File: src/rtl/rep_sketch_pkg.sv
package rep_sketch_pkg;

   // Majority threshold for an odd code length
   function automatic int unsigned maj_thresh(input int unsigned n);
      return (n + 1) / 2;
   endfunction

   // Width needed to count 0..n ones
   function automatic int unsigned cnt_width(input int unsigned n);
      return $clog2(n + 1);
   endfunction

endpackage

File: src/rtl/rep_weight.sv
module rep_weight #(
   parameter int unsigned W  = 7,
   localparam int unsigned CW = rep_sketch_pkg::cnt_width(W)
) (
   input  logic [W-1:0]  vec,
   output logic [CW-1:0] ones
);
   always_comb begin
      ones = '0;
      for (int i = 0; i < W; i++) begin
         ones = ones + CW'(vec[i]);
      end
   end
endmodule

File: src/rtl/rep_helper_gen.sv
module rep_helper_gen #(
   parameter int unsigned N = 7
) (
   input  logic [N-1:0] word,
   output logic [N-2:0] hlp
);
   for (genvar g = 0; g < N - 1; g++) begin : g_hlp
      assign hlp[g] = word[0] ^ word[g+1];
   end
endmodule

File: src/rtl/rep_recover.sv
module rep_recover #(
   parameter int unsigned N = 7
) (
   input  logic [N-1:0] rd,
   input  logic [N-2:0] hlp,
   output logic         key,
   output logic [N-1:0] err
);
   import rep_sketch_pkg::*;

   localparam int unsigned CE = cnt_width(N);
   localparam int unsigned CS = cnt_width(N - 1);
   localparam logic [CE-1:0] THR_E = CE'(maj_thresh(N));
   localparam logic [CS-1:0] THR_S = CS'(maj_thresh(N));

   logic [N-1:0]  est;
   logic [N-2:0]  syn;
   logic [CE-1:0] est_ones;
   logic [CS-1:0] syn_ones;
   logic          e0;

   assign est[0] = rd[0];
   for (genvar g = 1; g < N; g++) begin : g_est
      assign est[g]   = rd[g] ^ hlp[g-1];
      assign syn[g-1] = rd[0] ^ est[g];
   end

   rep_weight #(.W(N)) u_est_w (
      .vec  (est),
      .ones (est_ones)
   );

   rep_weight #(.W(N - 1)) u_syn_w (
      .vec  (syn),
      .ones (syn_ones)
   );

   assign key = (est_ones >= THR_E);
   assign e0  = (syn_ones >= THR_S);

   assign err[0] = e0;
   for (genvar g = 1; g < N; g++) begin : g_err
      assign err[g] = e0 ^ syn[g-1];
   end
endmodule

File: src/rtl/rep_sketch.sv
module rep_sketch #(
   parameter int unsigned N       = 7,
   parameter bit          REG_OUT = 1'b1
) (
   input  logic         clk,
   input  logic         rst_n,
   input  logic         valid_in,
   input  logic [N-1:0] resp_in,
   input  logic [N-2:0] helper_in,
   output logic         valid_out,
   output logic [N-2:0] helper_out,
   output logic         key_bit,
   output logic [N-1:0] err_pat
);
   // code length must be odd and at least 3
   if ((N % 2) == 0 || N < 3) begin : g_bad_n
      $error("rep_sketch: N must be odd and >= 3");
   end

   logic [N-2:0] hlp_c;
   logic         key_c;
   logic [N-1:0] err_c;

   rep_helper_gen #(.N(N)) u_gen (
      .word (resp_in),
      .hlp  (hlp_c)
   );

   rep_recover #(.N(N)) u_rec (
      .rd   (resp_in),
      .hlp  (helper_in),
      .key  (key_c),
      .err  (err_c)
   );

   if (REG_OUT) begin : g_reg
      always_ff @(posedge clk) begin
         if (!rst_n) begin
            valid_out  <= 1'b0;
            helper_out <= '0;
            key_bit    <= 1'b0;
            err_pat    <= '0;
         end else begin
            valid_out <= valid_in;
            if (valid_in) begin
               helper_out <= hlp_c;
               key_bit    <= key_c;
               err_pat    <= err_c;
            end
         end
      end
   end else begin : g_comb
      assign valid_out  = valid_in & rst_n;
      assign helper_out = rst_n ? hlp_c : '0;
      assign key_bit    = rst_n & key_c;
      assign err_pat    = rst_n ? err_c : '0;
   end
endmodule

File: config.mk
export PLATFORM = sky130hd
export DESIGN_NAME = rep_sketch
export DESIGN_NICKNAME = d
export VERILOG_FILES = /design/src/rtl/rep_sketch_pkg.sv /design/src/rtl/rep_weight.sv /design/src/rtl/rep_helper_gen.sv /design/src/rtl/rep_recover.sv /design/src/rtl/rep_sketch.sv
export SDC_FILE = /design/constraint.sdc
export NUM_CORES = 1
export LEC_CHECK = 0
export BUFFER_PORTS_ARGS = -buffer_cell sky130_fd_sc_hd__buf_2
export CAP_MARGIN = 20
export CORE_MARGIN = 4
export CORE_UTILIZATION = 50
export DETAILED_ROUTE_END_ITERATION = 8
export GPL_TIMING_DRIVEN = 0
export PLACE_DENSITY = 0.76
export SETUP_SLACK_MARGIN = 0.4
export SLEW_MARGIN = 0
export SYNTH_ARGS = -nofsm -noshare
export SYNTH_HDL_FRONTEND = slang
export SYNTH_HIERARCHICAL = 1
export SYNTH_SLANG_ARGS = --single-unit
File: constraint.sdc
create_clock -name clk -period 3.8 [get_ports clk]
set_clock_uncertainty 0.1 [all_clocks]
set_input_delay 0.57 -clock clk [delete_from_list [all_inputs] [get_ports clk]]
set_output_delay 0.57 -clock clk [all_outputs]
set_load 0.005 [all_outputs]
==> impl_metrics.env, run 1 <==
export IMPL_status="finished clean"
export IMPL_max_slew_margin_rel=0.697
export IMPL_layout_area_overhead_vs_synth_pct=31.8
export IMPL_synthTopCellsByArea="dfxtp_1 (28%), fa_1 (13%), mux2i_1 (13%)"
export IMPL_track_usage=0.153
export IMPL_placed_area_sq_um=1270
export IMPL_avgRoutedWirePerCell_um=11.5
export IMPL_hold_path_class="reg2reg"
export IMPL_clockBufferDepth=2
export IMPL_ys_seq_area_frac=0.280
export IMPL_ir_drop_mv=0.346
export IMPL_viasPerCell=4.43
export IMPL_crit_slowest_cell="fa_1"
export IMPL_critPathMaxStageDelay_ns=0.49
export IMPL_cts_htree_levels=1
export IMPL_final_area_sq_um=1420
export IMPL_syn_area_sq_um=1070
export IMPL_yosys_register_bits=15
export IMPL_finalCritPeriodShare=0.865
export IMPL_synth_top_area_share=0.280
export IMPL_setup_tns_ns=0
export IMPL_fillers=152
export IMPL_cp_max_fo=5
export IMPL_fin_nets=169
export IMPL_worstMarginPinSlew_ns=0.451
export IMPL_clockRootBuffer="clkbuf_4"
export IMPL_dp_hpwl_um=1560
export IMPL_grt_setup_unrepaired="no"
export IMPL_die_width_um=54.3
export IMPL_vias=758
export IMPL_worstPathCellList="buf_2 -> xor2_4 -> xor2_1 -> inv_1 -> fa_1 -> fa_1 -> inv_1 -> ha_2 -> fa_2 -> xor2_4 -> buf_6 -> xnor2_2 -> mux2i_1 -> nor2b_1"
export IMPL_cts_num_sinks=15
export IMPL_hold_ws_ns=0.424
export IMPL_chipHeight_um=54.3
export IMPL_crit_required_ns=3.90
export IMPL_drt_initial_drc_count=3
export IMPL_hold_viol_final=0
export IMPL_maxCapViolations=0
export IMPL_final_cell_mix="buf_2 (29), inv_1 (20), dfxtp_1 (15), mux2i_1 (14), nor2b_1 (14)"
export IMPL_num_io_pins=31
export IMPL_grt_pass1_vias=774
export IMPL_r2r_start="err_pat[5]$_SDFFE_PN0P_"
export IMPL_grt_max_degree=11
export IMPL_ant_nets=0
export IMPL_max_freq_mhz=304
export IMPL_end_kind="flop"
export IMPL_antenna_cells=0
export IMPL_clkTransAtPathRegs_ns=0.10
export IMPL_fin_crit_ns=3.29
export IMPL_port_buffers=29
export IMPL_dr_pass1_iters=2
export IMPL_synth_area_leader_cell="dfxtp_1"
export IMPL_final_common_cell="buf_2"
export IMPL_holdCritStartpoint="err_pat[6]$_SDFFE_PN0P_"
export IMPL_syn_area_per_cell_sq_um=10.2
export IMPL_start_util=0.536
export IMPL_setup_viol=0
export IMPL_start_kind="input port"
export IMPL_dp_cells=161
export IMPL_synthCells=105
export IMPL_cts_hold_buffers=0
export IMPL_yosysUniqueCellTypes=14
export IMPL_insertion_delay_ns=0.30
export IMPL_cts_buffers=3
export IMPL_core_rowCount=16
export IMPL_dieArea_sq_um=2950
export IMPL_synth_fp_nets=129
export IMPL_grt_overflow=0
export IMPL_cellPowerDensity_nw_per_um2=443
export IMPL_drive_above_1_share=0.375
export IMPL_drv_slew=0
export IMPL_r2r_cells=2
export IMPL_drc=0
export IMPL_r2r_end="err_pat[5]$_SDFFE_PN0P_"
export IMPL_yosys_warnings=6
export IMPL_r2r_slack_ns=3.05
export IMPL_gp_congestion=0.792
export IMPL_min_to="err_pat[6]$_SDFFE_PN0P_"
export IMPL_grt_pass1_wl_um=3210
export IMPL_power_leakage_nw=0.726
export IMPL_crit_arrival_ns=3.38
export IMPL_antenna_found_initial=0
export IMPL_cts_tree="yes"
export IMPL_routed_wl_um=1960
export IMPL_hold_depth=2
export IMPL_fin_cells=171
export IMPL_path_class="in2reg"
export IMPL_design_core_area_sq_um=2000
cells in the mapped netlist, drive strengths merged:
master  instances
inv            20
buf             5
dfxtp          15
nor2b          14
fa              7
mux2i          14
ha              1
xor2           13
clkbuf          3
xnor2          12
and2            1
worst max path at each step:
stage | from | end | slack [ns]
after floorplan | helper_in[3] | err_pat[1]$_SDFFE_PN0P_ | 0.41
after global placement | helper_in[0] | err_pat[3]$_SDFFE_PN0P_ | 0.12
after detailed placement | helper_in[0] | err_pat[1]$_SDFFE_PN0P_ | 0.08
after CTS | helper_in[0] | err_pat[1]$_SDFFE_PN0P_ | 0.44
after global routing | resp_in[1] | err_pat[5]$_SDFFE_PN0P_ | 0.38
final | resp_in[1] | err_pat[5]$_SDFFE_PN0P_ | 0.51
power breakdown:
part           internal, W  switching (W)  total [W]  leakage [nW]
sequential        0.000185      0.0000125   0.000197         0.124
combinational     0.000178       0.000152   0.000330         0.588
clock            0.0000401      0.0000592  0.0000994        0.0139
total             0.000403       0.000223   0.000626         0.726
layout make-up:
cell class / instances / area [sq um] / share of cell area
plain buffers: 8 / 72.6 / 0.0513
clock buffers: 3 / 22.5 / 0.0159
clock inverters: 1 / 7.51 / 0.00531
inverters: 20 / 75.1 / 0.0531
multi-input cells: 62 / 709 / 0.501
flip-flops and latches: 15 / 300 / 0.212
well taps: 27 / 33.8 / 0.0239
repair buffers: 35 / 194 / 0.137
state kept, by name, indices dropped and copies added (netlist names):
name	flops
err_pat	7
helper_out	6
key_bit	1
valid_out	1
metrics by stage:
stage	setup WS [ns]	total power, W	utilization
6_report	0.514	0.000626	0.707
5_1_grt	0.379	0.000683	0.707
4_1_cts	0.442	0.000580	0.649
3_5_place_dp	0.0788	0.000474	0.633
3_3_place_gp	0.116	0.000464	0.633
2_1_floorplan	0.415	0.000402	-
layer usage:
| metal | global-route usage | wire length [um] |
|---|---|---|
| met1 | 0.168 | 757 |
| met2 | 0.275 | 1060 |
| met3 | 0.0327 | 103 |
| met4 | 0.0747 | 48 |
| met5 | 0 | 0 |
worst max-delay path, delay by kind of cell:
kind | cells | cell delay, ns
buffers and inverters | 4 | 0.40
xor gates and xnor gates | 4 | 0.66
and+or+nand+nor | 1 | 0.07
adders and majority gates | 4 | 1.52
muxes | 1 | 0.17
timing repair:
action	CTS	global route
buffers inserted	0	6
resized for setup	1	9
pin swaps	1	7
endpoints found under the setup margin	1	6
cells by family (layout without fill, tap and decap cells):
family,after synthesis,in the layout,share of synthesized area
XOR/XNOR,25,25,0.221
adder cells (fa/ha/maj),8,8,0.142
buffers and inverters,28,67,0.138
flip-flops,15,15,0.280
multiplexers,14,14,0.131
AND/OR/NAND/NOR,15,15,0.0886
(Power assumes the default switching activity.)
==> inputs of run 2 (changes only) <==
CORE_ASPECT_RATIO = 0.6   (was not set)
CORE_MARGIN = 3   (was 4)
CORE_UTILIZATION = 40   (was 50)
PLACE_DENSITY = 0.64   (was 0.76)
SYNTH_HIERARCHICAL = not set   (was 1)
==> run 2 against run 1 <==
Effect of this change: worst setup slack improved by 0.027 ns; register-to-register slack got worse by 0.18 ns; maximum frequency rose by 0.83%; area after synthesis fell by 6.8%; cell area fell by 9.7%; critical path type unchanged; critical endpoint is now err_pat[6]$_SDFFE_PN0P_.
==> impl_metrics.env, run 2 <==
export IMPL_yosys_register_bits=15
export IMPL_antenna_cells=0
export IMPL_synth_xor_area_frac=0.162
export IMPL_regMostFlops="err_pat"
export IMPL_start_util=0.443
export IMPL_crit_arrival_ns=3.36
export IMPL_track_usage=0.172
export IMPL_crit_slowest_cell="fa_1"
export IMPL_start_kind="input port"
export IMPL_hold_path_class="reg2reg"
export IMPL_max_freq_mhz=307
export IMPL_cts_tree="yes"
export IMPL_grt_pass1_vias=850
export IMPL_synthAdderAreaFrac=0.130
export IMPL_drc=0
export IMPL_gp_congestion=0.821
export IMPL_grt_setup_unrepaired="no"
export IMPL_muxShareOfSynthArea=0.0200
export IMPL_synth_edf_count=0
export IMPL_synthTopCellsByArea="dfxtp_1 (30%), xnor2_1 (8.8%), fa_1 (8.0%)"
export IMPL_syn_area_per_cell_sq_um=9.35
export IMPL_synthCells=107
export IMPL_die_width_um=70.6
export IMPL_layout_area_overhead_vs_synth_pct=27.6
export IMPL_cellPowerDensity_nw_per_um2=445
export IMPL_fin_cells=170
export IMPL_fillers=214
export IMPL_multi_input_area_sq_um=684
export IMPL_end_kind="flop"
export IMPL_synth_top_cells_by_count="dfxtp_1 (15), inv_1 (10), xnor2_1 (10), nand2_1 (9)"
export IMPL_hold_viol_final=0
export IMPL_max_slew_margin_rel=0.678
export IMPL_design_core_area_sq_um=2260
export IMPL_fin_crit_ns=3.26
export IMPL_worstPathCellList="buf_2 -> xor2_1 -> xnor2_1 -> fa_1 -> fa_1 -> inv_1 -> ha_1 -> nor2b_2 -> mux2i_2 -> or4_1 -> nand3_1"
export IMPL_dp_hpwl_um=1900
export IMPL_ir_drop_mv=0.243
export IMPL_routed_wl_um=2470
export IMPL_port_buffers=29
export IMPL_drv_slew=0
export IMPL_cts_hold_buffers=0
export IMPL_yosysUniqueCellTypes=29
export IMPL_status="finished clean"
export IMPL_grt_overflow=0
export IMPL_synth_top_area_share=0.300
export IMPL_r2r_slack_ns=2.87
export IMPL_synth_fp_nets=131
export IMPL_clockBufferDepth=2
export IMPL_path_class="in2reg"
export IMPL_cts_num_sinks=15
export IMPL_cp_max_fo=8
export IMPL_synth_area_leader_cell="dfxtp_1"
export IMPL_avgRoutedWirePerCell_um=14.5
export IMPL_antenna_found_initial=0
export IMPL_chipHeight_um=44.8
export IMPL_dr_pass1_iters=4
export IMPL_synth_async_reset_ratio=0
export IMPL_cts_buffers=3
export IMPL_final_common_cell="buf_2"
export IMPL_ant_nets=0
export IMPL_syn_area_sq_um=1000
export IMPL_cts_htree_levels=1
export IMPL_setup_viol=0
export IMPL_yosys_most_used_dff="dfxtp_1"
export IMPL_yosys_area_share_simple=0.143
export IMPL_core_rowCount=13
export IMPL_crit_buf_inv=2
export IMPL_path_common_cell="fa_1"
export IMPL_grt_max_degree=11
export IMPL_power_leakage_nw=0.636
export IMPL_viasPerCell=5.08
export IMPL_num_io_pins=31
export IMPL_crit_required_ns=3.90
export IMPL_clockRootBuffer="clkbuf_8"
export IMPL_insertion_delay_ns=0.25
export IMPL_dp_cells=166
export IMPL_yosys_warnings=0
export IMPL_largest_register_ffs=7
export IMPL_synth_most_common_cell="dfxtp_1"
export IMPL_clkTransAtPathRegs_ns=0.06
export IMPL_seq_area_sq_um=300
export IMPL_fin_nets=165
export IMPL_synth_compound_area_share=0.184
export IMPL_reg_top3="err_pat: 7 flops, helper_out: 6 flops"
export IMPL_dieArea_sq_um=3160
export IMPL_crit_family="adder cells"
export IMPL_ys_seq_area_frac=0.300
export IMPL_grt_pass1_wl_um=4020
export IMPL_critPathMaxStageDelay_ns=0.48
export IMPL_drt_initial_drc_count=38
export IMPL_finalPower_w=0.000568
export IMPL_drive_above_1_share=0.300
export IMPL_vias=863
export IMPL_final_cell_mix="buf_2 (29), dfxtp_1 (15), xnor2_1 (10), inv_1 (10), nand2_1 (9)"
export IMPL_finalCritPeriodShare=0.858
export IMPL_synth_top_family_by_area="compound AO/OA/AOI/OAI gates"
export IMPL_cts_setup_buffers=0
export IMPL_worstMarginPinSlew_ns=0.482
export IMPL_maxCapViolations=0
## run 2: cell count changes in the layout (fill, tap and decap cells not counted), sizes merged, moves of 4 or more
cell	delta
mux2i	-12
nor2b	-12
inv	-10
buf	-9
nand2	+9
xor2	-7
o211a	+6
a21oi	+4
a32oi	+4
nand3	+4
o211ai	+4
or4	+4
## run 2: path summary, 6_finish.rpt
check	startpoint	cells past startpoint	end
setup / recovery	resp_in[2]	11	err_pat[6]$_SDFFE_PN0P_
hold / removal	helper_out[2]$_SDFFE_PN0P_	1	helper_out[2]$_SDFFE_PN0P_
hold reg to reg	helper_out[2]$_SDFFE_PN0P_	1	helper_out[2]$_SDFFE_PN0P_
setup reg to reg	err_pat[1]$_SDFFE_PN0P_	2	err_pat[1]$_SDFFE_PN0P_
## run 2: routing by layer
layer	GRT usage	vias to the layer above	part of all wire	routed length, um
li1	-	443	-	-
met1	0.221	388	0.50	1230
met2	0.266	28	0.42	1040
met3	0.0578	4	0.060	149
met4	0.0824	0	0.017	42
met5	0	-	0	0
## run 2: logic make-up after synthesis
family / after synthesis
AOI/OAI and AO/OA: 24
xor gates and xnor gates: 17
adders and majority gates: 8
buffers and inverters: 16
DFF: 15
muxes: 2
and+or+nand+nor: 25
## run 2: power breakdown
part | switching (W) | internal, W
Combinational | 0.000125 | 0.000116
Clock | 0.0000614 | 0.0000745
Sequential | 0.0000103 | 0.000181
## run 2: stage by stage
stage / setup WS, ns / TNS, ns / util / hold WS [ns] / cell area [sq um]
floorplan: 0.540 / 0 / - / 0.377 / 1000
global placement: 0.103 / 0 / 0.524 / 0.356 / 1180
detailed placement: -0.00456 / -0.00456 / 0.524 / 0.369 / 1180
CTS: 0.441 / 0 / 0.546 / 0.385 / 1230
global route: 0.388 / 0 / 0.565 / 0.409 / 1280
finish: 0.541 / 0 / 0.565 / 0.380 / 1280
## run 2: final cells by class
type                            count  area share
Clock buffer                        4      0.0353
Sequential cell                    15       0.235
Tap cell                           30      0.0294
Buffer                              6      0.0215
Timing Repair Buffer               29       0.114
Inverter                           10      0.0294
Multi-Input combinational cell     76       0.536
## run 2: what timing repair did
action	4_1_cts	5_1_grt
pin swaps	0	1
resized for setup	1	10
setup endpoints to repair	4	4
==> inputs of run 3 (changes only) <==
PLACE_DENSITY = not set   (was 0.64)
==> run 3 against run 2 <==
Effect of this change: global-route usage down 0.91 points; first-iteration DRC count down 11%; sequential share of layout area down 0.58 points; maximum frequency down 2.0%; non-clock buffer count unchanged; die area unchanged; final cell count unchanged; clock-buffer cell count unchanged; largest power group unchanged; highest routed layer unchanged.
==> impl_metrics.env, run 3 (synthesis gave the netlist of run 2 again) <==
export IMPL_gp_congestion=0.768
export IMPL_insertion_delay_ns=0.25
export IMPL_fillers=207
export IMPL_path_class="in2reg"
export IMPL_start_kind="input port"
export IMPL_fin_nets=165
export IMPL_grt_setup_unrepaired="no"
export IMPL_status="finished clean"
export IMPL_clkTransAtPathRegs_ns=0.06
export IMPL_hold_viol_final=0
export IMPL_min_to="helper_out[5]$_SDFFE_PN0P_"
export IMPL_cts_buffers=3
export IMPL_max_freq_mhz=301
export IMPL_setup_tns_ns=0
export IMPL_viasPerCell=5.16
export IMPL_multi_input_area_sq_um=713
export IMPL_maxCapViolations=0
export IMPL_r2r_start="err_pat[1]$_SDFFE_PN0P_"
export IMPL_grt_max_degree=11
export IMPL_crit_slowest_cell="or4_1"
export IMPL_path_common_cell="inv_1"
export IMPL_antenna_cells=0
export IMPL_cellPowerDensity_nw_per_um2=450
export IMPL_ant_nets=0
export IMPL_dp_cells=166
export IMPL_r2r_slack_ns=2.88
export IMPL_grt_pass1_wl_um=3930
export IMPL_worstPathCellList="buf_2 -> xor2_4 -> ha_4 -> inv_1 -> fa_1 -> fa_2 -> inv_1 -> ha_1 -> nor2b_4 -> mux2i_4 -> or4_1 -> nand3_1"
export IMPL_crit_family="adder cells"
export IMPL_final_cell_mix="buf_2 (29), dfxtp_1 (15), xnor2_1 (10), inv_1 (10), nand2_1 (9)"
export IMPL_num_io_pins=31
export IMPL_finalCritPeriodShare=0.875
export IMPL_cts_tree="yes"
export IMPL_drc=0
export IMPL_dieArea_sq_um=3160
export IMPL_dp_hpwl_um=1790
export IMPL_cts_num_sinks=15
export IMPL_hold_path_class="reg2reg"
export IMPL_vias=877
export IMPL_hold_ws_ns=0.374
export IMPL_final_common_cell="buf_2"
export IMPL_chipHeight_um=44.8
export IMPL_design_core_area_sq_um=2260
export IMPL_start_util=0.443
export IMPL_r2r_end="err_pat[1]$_SDFFE_PN0P_"
export IMPL_avgRoutedWirePerCell_um=14.1
export IMPL_port_buffers=29
export IMPL_critPathMaxStageDelay_ns=0.55
export IMPL_seq_area_sq_um=300
export IMPL_end_kind="flop"
export IMPL_core_rowCount=13
export IMPL_fin_cells=170
export IMPL_drive_above_1_share=0.314
export IMPL_worstMarginPinSlew_ns=0.574
export IMPL_antenna_found_initial=0
export IMPL_cts_htree_levels=1
export IMPL_regMostFlops="err_pat"
export IMPL_die_width_um=70.6
export IMPL_routed_wl_um=2400
export IMPL_dr_pass1_iters=4
export IMPL_crit_required_ns=3.89
export IMPL_drv_slew=0
export IMPL_layout_area_overhead_vs_synth_pct=30.9
export IMPL_max_slew_margin_rel=0.616
export IMPL_drt_initial_drc_count=34
export IMPL_ir_drop_mv=0.157
export IMPL_cp_max_fo=8
export IMPL_crit_buf_inv=3
export IMPL_largest_register_ffs=7
export IMPL_holdCritStartpoint="helper_out[5]$_SDFFE_PN0P_"
export IMPL_reg_top3="err_pat: 7 flops, helper_out: 6 flops"
export IMPL_grt_overflow=0
export IMPL_clockBufferDepth=2
export IMPL_hold_depth=1
export IMPL_setup_viol=0
export IMPL_r2r_cells=2
export IMPL_track_usage=0.163
export IMPL_power_leakage_nw=0.638
export IMPL_grt_pass1_vias=818
export IMPL_fin_crit_ns=3.33
export IMPL_crit_arrival_ns=3.42
export IMPL_clockRootBuffer="clkbuf_8"
export IMPL_cts_setup_buffers=0
## run 3: cell type report
type	count	area share
inverter	10	0.0287
clock buffer	4	0.0344
multi-input combinational	76	0.544
buffer	6	0.0239
sequential	15	0.229
tap	30	0.0287
timing repair buffer	29	0.111
## run 3: worst max path at each step
stage,startpoint,to,slack [ns],depth (start not counted)
3_3_place_gp,resp_in[1],err_pat[2]$_SDFFE_PN0P_,0.07,12
4_1_cts,resp_in[1],err_pat[6]$_SDFFE_PN0P_,0.44,12
2_1_floorplan,resp_in[1],err_pat[2]$_SDFFE_PN0P_,0.54,11
5_1_grt,resp_in[1],err_pat[6]$_SDFFE_PN0P_,0.38,12
6_report,resp_in[1],err_pat[6]$_SDFFE_PN0P_,0.47,12
3_5_place_dp,resp_in[1],err_pat[4]$_SDFFE_PN0P_,0.05,12
## run 3: what timing repair did
item / in CTS / in global routing
resized for setup: 1 / 15
pin swaps: 0 / 2
hold buffers: 0 / 0
endpoints found under the hold margin: 0 / 0
setup endpoints to repair: 4 / 4
## run 3: power by group
part | internal [W] | switching, W
registers | 0.000181 | 0.00000935
clock network | 0.0000744 | 0.0000587
logic | 0.000130 | 0.000136
total | 0.000386 | 0.000204
## run 3: metrics by stage
step | power, W | util | instance area, sq um | setup slack [ns]
CTS | 0.000556 | 0.546 | 1230 | 0.442
floorplan | 0.000349 | - | 1000 | 0.540
detailed placement | 0.000417 | 0.524 | 1180 | 0.0509
global route | 0.000635 | 0.579 | 1310 | 0.383
finish | 0.000590 | 0.579 | 1310 | 0.475
global placement | 0.000412 | 0.524 | 1180 | 0.0693
## run 3: worst register-to-register path, stage by stage, from the launching register on
cell,delay [ns]
dfxtp_1,0.30
and3_1,0.15
a311o_1,0.26
## run 3: metal layers
layer,up-vias,wire length [um],share of wire,track usage
li1,438,-,-,-
met1,403,1130,0.47,0.234
met2,31,1020,0.43,0.223
met3,5,225,0.094,0.0622
met4,0,24,0.010,0.0562
met5,-,0,0,0
